`src/rtl/ihc_pkg.sv`:
```
package ihc_pkg;
    localparam int NUM_UNITS = 5;

    typedef enum logic [2:0] {
        U_ALU  = 3'd0,
        U_MEM  = 3'd1,
        U_FADD = 3'd2,
        U_FMUL = 3'd3,
        U_FDIV = 3'd4
    } unit_e;
endpackage

```
`src/rtl/ihc_wb_reserve.sv`:
```
module ihc_wb_reserve #(
    parameter int DEPTH = 26,
    parameter int NU    = 5,
    parameter int LW    = 5
) (
    input  logic          clk,
    input  logic          rst,
    input  logic [LW-1:0] probe [NU],
    output logic [NU-1:0] taken,
    input  logic          set_en,
    input  logic [LW-1:0] set_lat
);
    typedef struct packed {
        logic [DEPTH-1:0] slot;
    } wb_state_t;

    wb_state_t st_d, st_q;

    for (genvar g = 0; g < NU; g++) begin : g_probe
        assign taken[g] = st_q.slot[probe[g]];
    end

    always_comb begin
        st_d.slot = st_q.slot >> 1;
        if (set_en) begin
            st_d.slot[LW'(set_lat - 1'b1)] = 1'b1;
        end
    end

    always_ff @(posedge clk) begin
        if (rst) st_q <= '0;
        else     st_q <= st_d;
    end


    wb_no_collide_chk: assert property (@(posedge clk) disable iff (rst)
        set_en |-> !st_q.slot[set_lat]);
endmodule

```
`src/rtl/ihc_scoreboard.sv`:
```
module ihc_scoreboard #(
    parameter int NREGS = 32,
    parameter int RW    = 5,
    parameter int LW    = 5
) (
    input  logic          clk,
    input  logic          rst,
    input  logic [RW-1:0] rd_a,
    input  logic [RW-1:0] rd_b,
    input  logic [RW-1:0] rd_dest,
    output logic [LW-1:0] cnt_a,
    output logic [LW-1:0] cnt_b,
    output logic [LW-1:0] cnt_dest,
    input  logic          upd_en,
    input  logic [RW-1:0] upd_reg,
    input  logic [LW-1:0] upd_val
);
    typedef struct packed {
        logic [NREGS-1:0][LW-1:0] cnt;
    } sb_state_t;

    sb_state_t st_d, st_q;

    assign cnt_a    = st_q.cnt[rd_a];
    assign cnt_b    = st_q.cnt[rd_b];
    assign cnt_dest = st_q.cnt[rd_dest];

    always_comb begin
        st_d = st_q;
        for (int r = 0; r < NREGS; r++) begin
            if (st_q.cnt[r] != '0) st_d.cnt[r] = st_q.cnt[r] - 1'b1;
        end
        if (upd_en) st_d.cnt[upd_reg] = upd_val;
    end

    always_ff @(posedge clk) begin
        if (rst) st_q <= '0;
        else     st_q <= st_d;
    end


    waw_order_chk: assert property (@(posedge clk) disable iff (rst)
        upd_en |-> (st_q.cnt[upd_reg] <= upd_val));
endmodule

```
`src/rtl/ihc_div_busy.sv`:
```
module ihc_div_busy #(
    parameter int II = 25,
    parameter int LW = 5
) (
    input  logic clk,
    input  logic rst,
    input  logic start,
    output logic free
);
    typedef struct packed {
        logic [LW-1:0] busy;
    } div_state_t;

    div_state_t st_d, st_q;

    assign free = (st_q.busy == '0);

    always_comb begin
        st_d = st_q;
        if (st_q.busy != '0) st_d.busy = st_q.busy - 1'b1;
        if (start)           st_d.busy = LW'(II - 1);
    end

    always_ff @(posedge clk) begin
        if (rst) st_q <= '0;
        else     st_q <= st_d;
    end


    div_idle_start_chk: assert property (@(posedge clk) disable iff (rst)
        start |-> (st_q.busy == '0));
endmodule

```
`src/rtl/issue_hazard_ctrl.sv`:
```
module issue_hazard_ctrl #(
    parameter int NREGS    = 32,
    parameter int LAT_ALU  = 1,
    parameter int LAT_MEM  = 2,
    parameter int LAT_FADD = 4,
    parameter int LAT_FMUL = 7,
    parameter int LAT_FDIV = 25,
    parameter int DIV_II   = 25,
    parameter int WB_DEPTH = 26
) (
    input  logic                            clk,
    input  logic                            rst,
    input  logic                            in_valid,
    input  logic [2:0]                      in_unit,
    input  logic                            in_has_dest,
    input  logic [$clog2(NREGS)-1:0]        in_dest,
    input  logic                            in_src_a_en,
    input  logic [$clog2(NREGS)-1:0]        in_src_a,
    input  logic                            in_src_b_en,
    input  logic [$clog2(NREGS)-1:0]        in_src_b,
    output logic                            issue,
    output logic                            stall,
    output logic [ihc_pkg::NUM_UNITS-1:0]   unit_ready
);
    import ihc_pkg::*;

    localparam int RW = $clog2(NREGS);
    localparam int LW = $clog2(WB_DEPTH + 1);

    function automatic logic [LW-1:0] lat_of(input logic [2:0] u);
        case (u)
            U_MEM:   return LW'(LAT_MEM);
            U_FADD:  return LW'(LAT_FADD);
            U_FMUL:  return LW'(LAT_FMUL);
            U_FDIV:  return LW'(LAT_FDIV);
            default: return LW'(LAT_ALU);
        endcase
    endfunction

    logic [LW-1:0]        probe [NUM_UNITS];
    logic [NUM_UNITS-1:0] wb_taken;
    logic [LW-1:0]        cnt_a, cnt_b, cnt_dest;
    logic                 div_free;
    logic [LW-1:0]        lat_new;
    logic [2:0]           unit_idx;
    logic                 struct_ok, port_ok, waw_ok, raw_ok;

    for (genvar g = 0; g < NUM_UNITS; g++) begin : g_ready
        assign probe[g]      = lat_of(3'(g));
        assign unit_ready[g] = !wb_taken[g] && ((g != int'(U_FDIV)) || div_free);
    end

    always_comb begin
        lat_new   = lat_of(in_unit);
        unit_idx  = (in_unit < 3'(NUM_UNITS)) ? in_unit : 3'(U_ALU);
        struct_ok = (in_unit != U_FDIV) || div_free;
        port_ok   = !in_has_dest || !wb_taken[unit_idx];
        waw_ok    = !in_has_dest || (cnt_dest < lat_new);
        raw_ok    = !(in_src_a_en && cnt_a != '0) && !(in_src_b_en && cnt_b != '0);
        issue     = in_valid && struct_ok && port_ok && waw_ok && raw_ok;
        stall     = in_valid && !issue;
    end

    ihc_wb_reserve #(.DEPTH(WB_DEPTH), .NU(NUM_UNITS), .LW(LW)) u_wb (
        .clk     (clk),
        .rst     (rst),
        .probe   (probe),
        .taken   (wb_taken),
        .set_en  (issue && in_has_dest),
        .set_lat (lat_new)
    );

    ihc_scoreboard #(.NREGS(NREGS), .RW(RW), .LW(LW)) u_sb (
        .clk      (clk),
        .rst      (rst),
        .rd_a     (in_src_a),
        .rd_b     (in_src_b),
        .rd_dest  (in_dest),
        .cnt_a    (cnt_a),
        .cnt_b    (cnt_b),
        .cnt_dest (cnt_dest),
        .upd_en   (issue && in_has_dest),
        .upd_reg  (in_dest),
        .upd_val  (LW'(lat_new - 1'b1))
    );

    ihc_div_busy #(.II(DIV_II), .LW(LW)) u_div (
        .clk   (clk),
        .rst   (rst),
        .start (issue && (in_unit == U_FDIV)),
        .free  (div_free)
    );


    raw_ready_chk: assert property (@(posedge clk) disable iff (rst)
        (issue && in_src_a_en) |-> (cnt_a == '0));
endmodule

```
`config.mk`:
```
export PLATFORM = sky130hd
export DESIGN_NAME = issue_hazard_ctrl
export DESIGN_NICKNAME = d
export VERILOG_FILES = /design/src/rtl/ihc_pkg.sv /design/src/rtl/ihc_wb_reserve.sv /design/src/rtl/ihc_scoreboard.sv /design/src/rtl/ihc_div_busy.sv /design/src/rtl/issue_hazard_ctrl.sv
export SDC_FILE = /design/constraint.sdc
export NUM_CORES = 1
export LEC_CHECK = 0
export BUFFER_PORTS_ARGS = -buffer_cell sky130_fd_sc_hd__buf_2
export CORE_MARGIN = 3
export CORE_UTILIZATION = 35
export CTS_CLUSTER_DIAMETER = 100
export CTS_CLUSTER_SIZE = 30
export DETAILED_ROUTE_END_ITERATION = 7
export GPL_ROUTABILITY_DRIVEN = 0
export GPL_TIMING_DRIVEN = 1
export SLEW_MARGIN = 20
export SYNTH_ARGS = -nofsm -noshare
export SYNTH_HDL_FRONTEND = slang
export SYNTH_HIERARCHICAL = 1
export SYNTH_SLANG_ARGS = --single-unit
export TNS_END_PERCENT = 5
```
`constraint.sdc`:
```
create_clock -name clk -period 14.6 [get_ports clk]
set_clock_uncertainty 0.05 [all_clocks]
set_input_delay 2.19 -clock clk [delete_from_list [all_inputs] [get_ports clk]]
set_output_delay 2.19 -clock clk [all_outputs]
set_load 0.01 [all_outputs]
```
# Word-level counts from Yosys, hierarchy flattened
# Cells that the tools add are included.
classes:
  n_addsub: 34
  n_mul: 0
  n_div: 0
  n_lt_le_gt_ge: 9
  eq_ne: 5
  n_shift: 0
  n_mux: 51
  bitwise_logic: 2
  n_reduce_logical: 65
ops:
  columns: ["operator", "count"]
  rows:
  - ["$mux W5", 38]
  - ["$reduce_bool A5 Y1", 35]
  - ["$sub A5 B1 Y5 const B", 34]
  - ["$bwmux W160", 1]
  - ["$mux W160", 1]
  - ["$bmux W5 S5", 3]
  - ["$or A25 B26 Y26", 1]
  - ["$demux W5 S5", 1]
  - ["$mux W25", 1]
  - ["$lt A5 B6 Y1 const B", 4]
  - ["$pmux W5 S4", 1]
  - ["$logic_and A1 B1 Y1", 13]
  - ["$ge A5 B1 Y1 const B", 2]
  - ["$logic_not A1 Y1", 10]
  - ["$eq A3 B2 Y1 const B", 2]
  - ["$demux W1 S5", 1]
  - ["$logic_not A5 Y1", 1]
  - ["$lt A5 B5 Y1", 1]
  - ["$lt A3 B4 Y1 const B", 1]
  - ["$reduce_or A2 Y1", 2]
  - ["$bmux W1 S3", 1]
  - ["$eq A3 B1 Y1 const B", 1]
  - ["$eq A3 B3 Y1 const B", 1]
  - ["$logic_or A1 B1 Y1", 3]
  - ["other kinds (6)", 7]
totals:
  reg_bits: 191
  latch_bits: 0
  ram_bits: 0
  mem_bits_ro: 0
  input_bits: 24
  out_inout_bits: 7
  memories: 0

# Depth between registers and ports, before layout
logic_depth:
  word_depth: 12
  mapped_depth: 15
  mapped_depth_nobuf: 12

# Cells and area by module
# The synthesis kept the hierarchy.
modules_own_cells:
  columns: ["module", "n_inst", "cells_per_inst", "area_each_um2", "seq_area_each_um2"]
  rows:
  - ["ihc_scoreboard", 1, 1327, 12363.1, 3203.1]
  - ["ihc_wb_reserve", 1, 206, 2065.7, 520.5]
  - ["issue_hazard_ctrl", 1, 53, 364.1, 0.0]
  - ["ihc_div_busy", 1, 24, 244.0, 100.1]

# Least setup slack after synthesis
# No wires, ideal clock.
synth_timing:
  path_type: "in2out"
  from: "input port in_dest[2]"
  to: "output port issue"
  t_arrival_ns: 5.042
  slack_ns: 7.318
  cell_stages: 10
  n_path_buf: 2
  cell_sequence: "buf_1 -> buf_2 -> mux4_2 -> mux4_2 -> mux2_2 -> ha_1 -> and3_1 -> a221oi_1 -> o221ai_1 -> a21oi_1"
synth_between:
  elab_chain_cells: 6
synth_rtl:
  columns: ["element", "line", "text"]
  rows:
  - ["start: declaration", "issue_hazard_ctrl.sv:16", "input logic [$clog2(NREGS)-1:0] in_dest,"]
  - ["$bmux W5 S5", "ihc_scoreboard.sv:26", "assign cnt_dest = st_q.cnt[rd_dest];"]
  - ["$mux W5 (implied by the code)", "ihc_scoreboard.sv:26", null]
  - ["net cnt_dest[3]", "issue_hazard_ctrl.sv:42", "logic [LW-1:0] cnt_a, cnt_b, cnt_dest;"]
  - ["$lt A5 B5 Y1", "issue_hazard_ctrl.sv:58", "waw_ok = !in_has_dest || (cnt_dest < lat_new);"]
  - ["$logic_or A1 B1 Y1", "issue_hazard_ctrl.sv:58", null]
  - ["$logic_and A1 B1 Y1 (2 in a row)", "issue_hazard_ctrl.sv:60", "issue = in_valid && struct_ok && port_ok && waw_ok && raw_ok;"]
  - ["end: declaration", "issue_hazard_ctrl.sv:21", "output logic issue,"]
# The timed path passes the listed nets, and every way through them passes these cells. The select of a mux whose other input is x is not followed.

# Final worst setup path
layout_timing:
  from: "input port in_dest[1]"
  to: "output port stall"
layout_between:
  elab_chain_cells: 8
layout_rtl:
  columns: ["element", "line", "text"]
  rows:
  - ["$bmux W5 S5", "ihc_scoreboard.sv:26", null]
  - ["$mux W5 (implied by the code)", "ihc_scoreboard.sv:26", null]
  - ["net cnt_dest[3]", "issue_hazard_ctrl.sv:42", null]
  - ["$lt A5 B5 Y1", "issue_hazard_ctrl.sv:58", null]
  - ["$logic_or A1 B1 Y1", "issue_hazard_ctrl.sv:58", null]
  - ["$logic_and A1 B1 Y1 (2 in a row)", "issue_hazard_ctrl.sv:60", null]
  - ["$logic_not A1 Y1", "issue_hazard_ctrl.sv:61", "stall = in_valid && !issue;"]
  - ["$logic_and A1 B1 Y1", "issue_hazard_ctrl.sv:61", null]
  - ["end: declaration", "issue_hazard_ctrl.sv:22", "output logic stall,"]
# The timed path passes the listed nets, and every way through them passes these cells. The select of a mux whose other input is x is not followed.

==> summary.txt <==
Synthesis
  • Mapped cell area: 0.01504 mm2
  • Number of synthesized flops with an enable pin: 0
  • Post-synthesis cell type count: 62
  • Yosys warns: 6
  • Syn Inst Count: 1610
  • Most used flip-flop cell after synthesis: dfxtp_1
  • FFs w/ async S/R, synth: 0%
  • Part of the Yosys area used for sequential elements: 25.43%
  • Syn_area_per_cell: 9.340 um2
  • Yosys reg bits: 191

GRT
  • Vias in the first global route: 12150
  • First-pass GRT wire length: 69.02 mm
  • Total track usage: 19.40%
  • Largest net degree at the start of global routing: 114
  • Global route overflow: 0
  • Initial antenna violation count: 5

Die
  • I/O pin count: 31
  • Die X: 213.3 um
  • Die height: 213.3 um
  • Initial Util: 35.61%
  • Die area: 0.04549 mm2
  • Row count: 75
  • Core area: 0.04223 mm2

Timing
  • Crit path time final: 8383 ps
  • Unrepaired setup endpoints after global routing: false
  • Worst Max-Slew Pin Slew: 1085 ps
  • Final setup fails: 0
  • Crit share post-route: 57.42%
  • Final hold vios: 0
  • Final slew viol count: 0
  • Total negative slack: 0 ps
  • Max-slew headroom: 27.69%
  • Max Freq: 0.1193 GHz

Clocking
  • Cts hold-fix bufs: 0
  • Clock sinks: 191
  • Worst skew pair latency: 450 ps
  • Clock Path Buffers: 2
  • H-Tree Level Count: 4
  • Post_cts resized: 0
  • Reg clk slew, reported paths: 80 ps
  • Num CTS Buffers: 17
  • Post CTS Setup Buffer Count: 0
  • CTS tree: yes
  • Root Driver: clkbuf_16

Worst setup path
  • Critical path's top delay family: multiplexers
  • Crit path capture type: output port
  • Reg2reg setup slack: 8830 ps
  • Slowest cell on crit path: buf_4
  • Worst-path fanout max: 44
  • Crit-path max cell delay: 610 ps
  • Buf/Inv on CP: 3
  • Worst path arrival time: 6140 ps
  • CP startpoint kind: input port
  • CP Cell Sequence: buf_2 > buf_4 > mux4_2 > mux4_2 > mux2_2 > ha_1 > and3_1 > a221oi_1 > o221ai_1 > a22o_1 > buf_2
  • Setup Crit Path Kind: input port to output port
  • Worst path required time: 12360 ps

Placement
  • HPWL after DPL: 30.61 mm
  • Number of port buffers: 30
  • Placed cell areas: 0.01583 mm2
  • DP Cell Count: 2175

Flow run
  • Max cap viols: 0

Final layout
  • Nets: 1717
  • Most frequent cells in the layout: dfxtp_1, mux4_2, a21oi_1, nor2_1, inv_1
  • Non-filler cells in the finished layout: 2208
  • Cell area after layout: 0.01641 mm2
  • Layout cells sized above 1: 17.81%
  • P&R area growth vs syn: 9.136%
  • Commonest non-fill, non-tap cell in the layout: dfxtp_1

Outcome
  • Status: completed

Route
  • ANT nets after route: 0
  • Vias per inst: 5.886
  • Drt first-iter violations: 990
  • Pre-antenna DRT Iters: 5
  • WL per Instance: 19.62 um
  • DRC viols: 0
  • Vias: 12997
  • Final WL: 43.31 mm

Min path
  • Hold Path Class: register to register

Power
  • Pwr Density: 172.2 mW/mm2
  • Leakage power total: 6.137 nW
  • Worst IR drop on VDD: 0.08840 mV
-- area by class of cell --
type	instances	area, um2
clock buffers	17	425.4
clock inverters	15	148.9
multi-input cells	1266	10550
fillers	4218	25820
diodes	1	2.502
flip-flops and latches	191	3824
inverters	131	491.7
repair buffers	48	291.5
well taps	539	674.4
-- worst register-to-register path, cell delays in order, from the launching register on --
cell	delay, ps
dfxtp_1	410
mux4_2	500
mux4_2	510
mux2_2	290
ha_1	300
and3_1	200
a221oi_1	510
o221ai_1	420
nor3_1	650
nor3b_2	860
buf_4	430
nand2_1	240
o311ai_0	160
a21oi_1	110
-- worst paths after layout --
path,from,endpoint,depth (start not counted)
max,in_dest[1],stall,11
min,u_wb/st_q[6],u_wb/st_q[5],2
max reg2reg,u_sb/st_q[148],u_sb/st_q[124],13
min reg2reg,u_wb/st_q[6],u_wb/st_q[5],2
-- synth_stat cells (17+ instances only) --
library cell	instances	area share [%]
a211oi_1	55	2.7
a21oi_1	173	5.8
buf_1	17	0.42
clkbuf_1	65	1.6
dfxtp_1	191	25
ha_1	38	3.2
inv_1	130	3.2
mux2_2	18	1.3
mux2i_1	30	2.0
mux4_2	174	26
nand2_1	128	3.2
nand3_1	102	3.4
nor2_1	149	3.7
nor2b_1	23	0.96
nor3_1	36	1.2
nor4b_1	36	2.1
o311ai_0	21	1.2
or3_1	25	1.0
xnor2_1	55	3.2
-- flip-flops by register name (all words and copies together) (netlist names) --
register,flops
u_div/st_q,5
u_sb/st_q,160
u_wb/st_q,26
-- where the power goes --
| group | total (mW) | switching [mW] | leakage, nW | internal, mW |
|---|---|---|---|---|
| logic | 1.41 | 0.652 | 4.29 | 0.753 |
| clock network | 0.465 | 0.237 | 0.281 | 0.228 |
| registers | 0.955 | 0.281 | 1.57 | 0.675 |
| total | 2.83 | 1.17 | 6.14 | 1.66 |
-- per-layer routing --
layer	GRT usage, %	share of wire (%)	up-vias
met5	0	0.13	-
met4	4.786	1.7	10
met3	4.672	8.7	53
met2	30.88	46	472
met1	26.75	43	6424
li1	-	-	6038
-- cells by family after synthesis --
group	synth area share, %
XOR/XNOR	3.611
multiplexers	30.53
buffers and inverters	6.582
adder cells (fa/ha/maj)	3.162
flip-flops	25.43
AO/OA/AOI/OAI	12.54
other	0.04994
AND/OR/NAND/NOR	18.10
-- stage by stage --
stage          utilization [%]  hold slack, ps  worst slack [ps]  total power, mW
2_1_floorplan                -           430.1              7318            2.025
3_3_place_gp             37.50           467.3              6297            2.300
3_5_place_dp             37.50           471.2              6216            2.342
4_1_cts                  38.86           482.7              6228            2.818
5_1_grt                  38.86           518.5              5992            3.061
6_report                 38.86           480.6              6217            2.826
No activity file was read; power rests on OpenSTA's default activity.
